### config.mk
export PLATFORM = sky130hd
export DESIGN_NAME = dram_refresh_seq
export DESIGN_NICKNAME = d
export VERILOG_FILES = /design/src/rtl/dram_ref_pkg.sv /design/src/rtl/dram_ref_timer.sv /design/src/rtl/dram_ref_backlog.sv /design/src/rtl/dram_ref_strobe.sv /design/src/rtl/dram_refresh_seq.sv
export SDC_FILE = /design/constraint.sdc
export NUM_CORES = 1
export LEC_CHECK = 0
export BUFFER_PORTS_ARGS = -buffer_cell sky130_fd_sc_hd__buf_2
export CAP_MARGIN = 20
export CORE_MARGIN = 2
export CORE_UTILIZATION = 60
export DETAILED_ROUTE_END_ITERATION = 10
export MAX_ROUTING_LAYER = met4
export PLACE_DENSITY = 0.77
export SETUP_SLACK_MARGIN = 0.05
export SYNTH_ARGS = -nofsm -noshare
export SYNTH_HDL_FRONTEND = slang
export SYNTH_SLANG_ARGS = --single-unit
### constraint.sdc
create_clock -name clk_i -period 7.7 [get_ports clk_i]
set_input_delay 0.385 -clock clk_i [delete_from_list [all_inputs] [get_ports clk_i]]
set_output_delay 0.385 -clock clk_i [all_outputs]
set_load 0.02 [all_outputs]
### src/rtl/dram_ref_pkg.sv
package dram_ref_pkg;
  typedef enum logic [1:0] {
    ST_IDLE = 2'd0,
    ST_PRE  = 2'd1,
    ST_CSR  = 2'd2,
    ST_ACT  = 2'd3
  } ref_state_e;
endpackage

### src/rtl/dram_ref_timer.sv
module dram_ref_timer #(
  parameter int unsigned PERIOD = 780
) (
  input  logic clk_i,
  input  logic rst_ni,
  input  logic en_i,
  output logic tick_o
);
  localparam int unsigned W = (PERIOD > 1) ? $clog2(PERIOD) : 1;

  logic [W-1:0] cnt_q;
  logic         wrap;

  assign wrap   = (cnt_q == W'(PERIOD - 1));
  assign tick_o = en_i && wrap;

  always_ff @(posedge clk_i or negedge rst_ni) begin
    if (!rst_ni)     cnt_q <= '0;
    else if (en_i)   cnt_q <= wrap ? '0 : cnt_q + 1'b1;
  end
endmodule

### src/rtl/dram_ref_backlog.sv
module dram_ref_backlog #(
  parameter int unsigned MAX = 8
) (
  input  logic                         clk_i,
  input  logic                         rst_ni,
  input  logic                         inc_i,
  input  logic                         dec_i,
  output logic [$clog2(MAX+1)-1:0]     cnt_o,
  output logic                         busy_o
);
  localparam int unsigned W = $clog2(MAX + 1);

  logic [W-1:0] cnt_q;

  always_ff @(posedge clk_i or negedge rst_ni) begin
    if (!rst_ni) begin
      cnt_q <= '0;
    end else if (inc_i && !dec_i) begin
      if (cnt_q != W'(MAX)) cnt_q <= cnt_q + 1'b1;
    end else if (dec_i && !inc_i) begin
      if (cnt_q != '0) cnt_q <= cnt_q - 1'b1;
    end
  end

  assign cnt_o  = cnt_q;
  assign busy_o = (cnt_q != '0);

  // saturating backlog
  a_r3_no_overflow: assert property (@(posedge clk_i) disable iff (!rst_ni)
    inc_i && !dec_i && cnt_q == W'(MAX) |=> cnt_q == W'(MAX));
  a_r3_tick_adds: assert property (@(posedge clk_i) disable iff (!rst_ni)
    inc_i && !dec_i && cnt_q < W'(MAX) |=> cnt_q == $past(cnt_q) + 1'b1);
endmodule

### src/rtl/dram_ref_strobe.sv
module dram_ref_strobe
  import dram_ref_pkg::*;
#(
  parameter int unsigned PRE_CYC = 3,
  parameter int unsigned CSR_CYC = 1,
  parameter int unsigned RAS_CYC = 3
) (
  input  logic clk_i,
  input  logic rst_ni,
  input  logic start_i,
  output logic busy_o,
  output logic end_o,
  output logic ras_n_o,
  output logic cas_n_o
);
  localparam int unsigned MAXC = (PRE_CYC > CSR_CYC) ?
                                 ((PRE_CYC > RAS_CYC) ? PRE_CYC : RAS_CYC) :
                                 ((CSR_CYC > RAS_CYC) ? CSR_CYC : RAS_CYC);
  localparam int unsigned TW = $clog2(MAXC + 1);

  ref_state_e    state_q;
  logic [TW-1:0] tcnt_q;
  logic          phase_end;

  always_comb begin
    unique case (state_q)
      ST_PRE:  phase_end = (tcnt_q == TW'(PRE_CYC - 1));
      ST_CSR:  phase_end = (tcnt_q == TW'(CSR_CYC - 1));
      ST_ACT:  phase_end = (tcnt_q == TW'(RAS_CYC - 1));
      default: phase_end = 1'b0;
    endcase
  end

  always_ff @(posedge clk_i or negedge rst_ni) begin
    if (!rst_ni) begin
      state_q <= ST_IDLE;
      tcnt_q  <= '0;
    end else if (state_q == ST_IDLE) begin
      tcnt_q <= '0;
      if (start_i) state_q <= ST_PRE;
    end else if (phase_end) begin
      tcnt_q <= '0;
      unique case (state_q)
        ST_PRE:  state_q <= ST_CSR;
        ST_CSR:  state_q <= ST_ACT;
        default: state_q <= ST_IDLE;
      endcase
    end else begin
      tcnt_q <= tcnt_q + 1'b1;
    end
  end

  assign busy_o  = (state_q != ST_IDLE);
  assign end_o   = (state_q == ST_ACT) && phase_end;
  assign ras_n_o = (state_q != ST_ACT);
  assign cas_n_o = !((state_q == ST_CSR) || (state_q == ST_ACT));

  // column strobe leads row strobe, both release together
  a_r5_cas_first: assert property (@(posedge clk_i) disable iff (!rst_ni)
    $fell(ras_n_o) |-> $past(!cas_n_o));
  a_r5_release_together: assert property (@(posedge clk_i) disable iff (!rst_ni)
    $rose(ras_n_o) |-> $rose(cas_n_o));
endmodule

### src/rtl/dram_refresh_seq.sv
module dram_refresh_seq #(
  parameter int unsigned PAUSE_CYC    = 25000,
  parameter int unsigned INTERVAL_CYC = 780,
  parameter int unsigned STALE_CYC    = 3200000,
  parameter int unsigned WAKE_CYCLES  = 8,
  parameter int unsigned BACKLOG_MAX  = 8,
  parameter int unsigned PRE_CYC      = 3,
  parameter int unsigned CSR_CYC      = 1,
  parameter int unsigned RAS_CYC      = 3
) (
  input  logic clk_i,
  input  logic rst_ni,
  input  logic ref_gnt_i,
  output logic ref_req_o,
  output logic ras_n_o,
  output logic cas_n_o,
  output logic init_done_o
);
  localparam int unsigned WAKE_W  = $clog2(WAKE_CYCLES + 1);
  localparam int unsigned STALE_W = (STALE_CYC > 1) ? $clog2(STALE_CYC) : 1;
  localparam int unsigned BL_W    = $clog2(BACKLOG_MAX + 1);

  logic               pause_done_q;
  logic               pause_tick, ivl_tick;
  logic [WAKE_W-1:0]  wake_q;
  logic [STALE_W-1:0] stale_q;
  logic [BL_W-1:0]    bl_cnt;
  logic               bl_busy, busy, cyc_end, start, work, waking, stale_hit;

  dram_ref_timer #(.PERIOD(PAUSE_CYC)) i_pause (
    .clk_i, .rst_ni, .en_i(!pause_done_q), .tick_o(pause_tick));

  dram_ref_timer #(.PERIOD(INTERVAL_CYC)) i_interval (
    .clk_i, .rst_ni, .en_i(pause_done_q), .tick_o(ivl_tick));

  assign waking = (wake_q != '0);
  assign work   = pause_done_q && (waking || bl_busy);
  assign start  = !busy && work && ref_gnt_i;

  dram_ref_backlog #(.MAX(BACKLOG_MAX)) i_backlog (
    .clk_i, .rst_ni, .inc_i(ivl_tick), .dec_i(start && !waking),
    .cnt_o(bl_cnt), .busy_o(bl_busy));

  dram_ref_strobe #(.PRE_CYC(PRE_CYC), .CSR_CYC(CSR_CYC), .RAS_CYC(RAS_CYC)) i_strobe (
    .clk_i, .rst_ni, .start_i(start), .busy_o(busy), .end_o(cyc_end),
    .ras_n_o, .cas_n_o);

  assign init_done_o = pause_done_q && !waking;
  assign ref_req_o   = busy || work;
  assign stale_hit   = init_done_o && ras_n_o && (stale_q == STALE_W'(STALE_CYC - 1));

  always_ff @(posedge clk_i or negedge rst_ni) begin
    if (!rst_ni) pause_done_q <= 1'b0;
    else if (pause_tick) pause_done_q <= 1'b1;
  end

  always_ff @(posedge clk_i or negedge rst_ni) begin
    if (!rst_ni)                 wake_q <= WAKE_W'(WAKE_CYCLES);
    else if (stale_hit)          wake_q <= WAKE_W'(WAKE_CYCLES);
    else if (cyc_end && waking)  wake_q <= wake_q - 1'b1;
  end

  // counts cycles without a row strobe once initialised
  always_ff @(posedge clk_i or negedge rst_ni) begin
    if (!rst_ni)                          stale_q <= '0;
    else if (!init_done_o || !ras_n_o)    stale_q <= '0;
    else if (stale_hit)                   stale_q <= '0;
    else                                  stale_q <= stale_q + 1'b1;
  end

  // silent during power-up pause
  a_r1_quiet_pause: assert property (@(posedge clk_i) disable iff (!rst_ni)
    !pause_done_q |-> ras_n_o && cas_n_o && !ref_req_o);
  // init-done only rises right after a refresh cycle ends
  a_r2_done_after_cycle: assert property (@(posedge clk_i) disable iff (!rst_ni)
    $rose(init_done_o) |-> $past(!ras_n_o));
  // strobes only move inside a granted cycle
  a_r4_strobe_needs_req: assert property (@(posedge clk_i) disable iff (!rst_ni)
    !cas_n_o |-> ref_req_o);
  // init-done drops only while the row strobe is idle
  a_r6_drop_idle: assert property (@(posedge clk_i) disable iff (!rst_ni)
    $fell(init_done_o) |-> ras_n_o && bl_cnt <= BL_W'(BACKLOG_MAX));
endmodule

==> Flow_metrics.wiki <==
{| class="wikitable"
! Metric !! Value
|-
| Worst hold-check slack || 0.212 ns
|-
| Fin Setup TNS || 0 ns
|-
| Number of clock buffers inserted by TritonCTS || 9
|-
| Post-Place Cell Area || 3340 sq um
|-
| Post-layout instance area || 3590 sq um
|-
| Slowest cell delay on critical path || 0.69 ns
|-
| Overall power || 0.674 mW
|-
| Unique cell type count in the Yosys netlist || 47
|-
| CTS Buffer Depth || 2
|-
| Via count of the first global-routing pass || 2,211
|-
| Wire length of the first global-routing pass || 9.75 mm
|-
| Number of instances in the synthesized netlist || 320
|-
| Post_cts resized || 0
|-
| Final hold violation count || 0
|-
| Total die area || 6040 sq um
|-
| Signal arrival time at the worst endpoint || 3.67 ns
|-
| Detail Placement HPWL || 3.77 mm
|-
| Layout overhead on the synthesized area || 10.2%
|-
| Critical path launch point type || flop
|-
| DRC violation count after routing || 0
|-
| Primary flip-flop cell chosen by synthesis mapping || sky130_fd_sc_hd__dfrtp_1
|-
| Total of warnings raised by yosys || 0
|-
| Root buf cell || sky130_fd_sc_hd__clkbuf_8
|-
| Die Wd || 77.7 microns
|-
| Number of slew-limit violations in the final report || 0
|-
| Height of the die || 77.7 microns
|-
| Port Buffer Count || 6
|-
| Cell leakage power || 1.65 nW
|-
| Number of antenna violations at the first check in global routing || 0
|-
| Wire length on met1 || 2.70 mm
|-
| All-Layer GR Usage || 20.8%
|-
| Summed instance area of the synthesized netlist || 3260 sq um
|-
| Number of setup violations in the final report || 0
|-
| Fin nets || 350
|-
| Source-to-sink clock delay at the later pin of the worst-skew pair || 0.32 ns
|-
| Effective utilization at floorplan || 63.0%
|-
| Total core area || 5170 sq um
|-
| Worst min path class || input port to async pin
|-
| Total I/O pin count || 7
|-
| Avg Synthesized Cell Area || 10.2 sq um
|-
| Antenna Diode Count || 0
|-
| Flip-flop and latch count after synthesis || 60
|-
| Number of standard cells in the final layout excluding fillers || 407
|-
| Period minus WS final || 3.46 ns
|-
| Top layer in use || met4
|-
| Setup Buffers After CTS || 0
|-
| Final period util || 44.9%
|-
| Initial DRC Count || 109
|-
| Max-Slew Margin vs Limit || 45.7%
|-
| H-tree lvl count || 3
|-
| Sum of overflow across all layers after global routing || 0
|-
| Total instance count after detailed placement || 391
|-
| CTS Hold Buffers Added || 0
|-
| Least-Margin Pin Slew || 0.808 ns
|-
| Cell chain of the critical path || ha_1, nand4bb_4, nor4_4, nand3_1, ha_1, a21o_1, a21oi_1, nor3b_1, or3_1, a22o_1
|-
| Buffers & Inverters on Critical Path || 0
|-
| Detailed-route wire length || 5.59 mm
|-
| Register-to-register setup slack || 4.24 ns
|-
| Number of synthesized flops with an enable pin || 0
|-
| Proportion of synthesized chip area in sequential cells || 46.1%
|-
| Critical path type || flop to flop
|-
| Share of post-route cells with drive strength above 1 || 10.1%
|-
| Type of destination of the critical path || flop
|-
| Met3 routed wirelength || 146 microns
|-
| Worst setup skew after layout || 0.00623 ns
|-
| Post-detailed-route wirelength per cell || 13.7 microns
|-
| Max-cap check violation count || 0
|-
| Reg clk slew, reported paths || 0.07 ns
|-
| Maximum achievable frequency || 289 MHz
|-
| First-pass DRT Iterations || 4
|-
| Most prevalent standard cell on the critical path || sky130_fd_sc_hd__ha_1
|-
| Post-synth ARST share || 100%
|-
| DP Worst Slack || 4.28 ns
|-
| Pin count of the biggest net entering global routing || 61
|-
| Largest delay share family, worst path || simple AND/OR/NAND/NOR gates
|-
| Via count || 2,268
|-
| Number of nets with antenna violations after detailed routing || 0
|-
| Placer Congestion || 0.809
|-
| Largest driver fanout on the critical path || 15
|-
| Highest-delay cell along the critical path || sky130_fd_sc_hd__nor4_4
|-
| Routed met2 length || 2.72 mm
|-
| Setup slack after layout || 4.24 ns
|-
| Final standard cell utilization of the core || 69.5%
|-
| Site row count || 26
|-
| Sink count of the clock tree || 60
|-
| Worst vdd rail ir drop || 132 uV
|-
| Pwr per Cell Area || 187 nW/um^2
|-
| Number of vias per cell after detailed routing || 5.57
|-
| Run status || complete, no violations
|-
| RSZ-0062 raised after global routing || false
|-
| TritonCTS clock tree || built
|-
| Critical path required time || 7.91 ns
|-
| Post-Syn Nets || 338
|}
registers in the layout, indices dropped and copies added (netlist names):
signal	count
stale_q	22
i_pause.cnt_q	15
i_interval.cnt_q	10
i_backlog.cnt_o	4
wake_q	4
i_strobe.state_q	2
i_strobe.tcnt_q	2
pause_done_q	1
Yosys cell counts, drive strengths merged, types with 5 or more instances:
master	n	area (sq um)
a21oi	8	40.0
nor3	8	40.0
nand3	15	75.1
nor2	42	158
o21ai	11	55.1
mux2	5	56.3
nand2	30	113
xor2	28	253
and4	8	70.1
dfrtp	59	1480
ha	14	175
nand4	10	62.6
and3	9	57.6
xnor2	15	131
inv	11	41.3
nor3b	7	52.6
cell type report:
| cell class | count | area [sq um] |
|---|---|---|
| Clock buffer | 12 | 155 |
| Clock inverter | 4 | 95.1 |
| Fill cell | 365 | 1580 |
| Inverter | 11 | 41.3 |
| Multi-Input combinational cell | 243 | 1680 |
| Sequential cell | 60 | 1500 |
| Tap cell | 70 | 87.6 |
| Timing Repair Buffer | 7 | 37.5 |
power breakdown:
group          switching [mW]  leakage [nW]  internal (mW)  total (mW)
sequential                  0         0.821          0.315       0.315
combinational         0.00692         0.702        0.00119     0.00811
clock                   0.118         0.127          0.232       0.350
cells in the final DEF (no fill, tap or decap), types with 2 or more instances in the layout:
cell and count:
sky130_fd_sc_hd__dfrtp_1 59, sky130_fd_sc_hd__nor2_1 42, sky130_fd_sc_hd__nand2_1 30, sky130_fd_sc_hd__xor2_1 27
sky130_fd_sc_hd__nand3_1 15, sky130_fd_sc_hd__xnor2_1 15, sky130_fd_sc_hd__ha_1 14, sky130_fd_sc_hd__o21ai_0 11
sky130_fd_sc_hd__inv_1 11, sky130_fd_sc_hd__clkbuf_8 11, sky130_fd_sc_hd__nand4_1 10, sky130_fd_sc_hd__a21oi_1 8
sky130_fd_sc_hd__nor3_1 8, sky130_fd_sc_hd__and4_1 8, sky130_fd_sc_hd__and3_1 8, sky130_fd_sc_hd__nor3b_1 7
sky130_fd_sc_hd__buf_2 6, sky130_fd_sc_hd__and2_1 4, sky130_fd_sc_hd__or3_1 3, sky130_fd_sc_hd__nor4b_1 3
sky130_fd_sc_hd__mux2_2 3, sky130_fd_sc_hd__bufinv_16 3, sky130_fd_sc_hd__nand2b_1 2, sky130_fd_sc_hd__mux2i_1 2
sky130_fd_sc_hd__nor2b_1 2, sky130_fd_sc_hd__mux2_1 2
metal layers:
layer	global-route usage, %	vias up
met4	8.75	0
met5	-	-
met3	4.07	2
li1	-	1136
met2	32.3	27
met1	26.8	1103
kinds of logic (layout without fill, tap and decap cells):
logic type	after synthesis	in the layout	synth area share [%]
AOI/OAI and AO/OA	26	26	5.60
and+or+nand+nor	152	152	25.7
muxes	7	7	2.34
buffers and inverters	17	34	2.53
DFF	60	60	46.1
xor gates and xnor gates	43	43	11.8
adders and majority gates	15	15	5.99
final timing paths:
check / startpoint / cells after the start / end
setup / recovery: i_interval.cnt_q[0] / 10 / i_backlog.cnt_o[3]
hold / removal: rst_ni / 2 / i_strobe.tcnt_q[1]
setup reg to reg: i_interval.cnt_q[0] / 10 / i_backlog.cnt_o[3]
hold reg to reg: i_strobe.tcnt_q[0] / 1 / i_strobe.tcnt_q[0]
max in group asynchronous: rst_ni / 2 / i_pause.cnt_q[3]
min in group clk_i: i_strobe.tcnt_q[0] / 1 / i_strobe.tcnt_q[0]
Note: power is estimated with default switching activity, not from simulation.
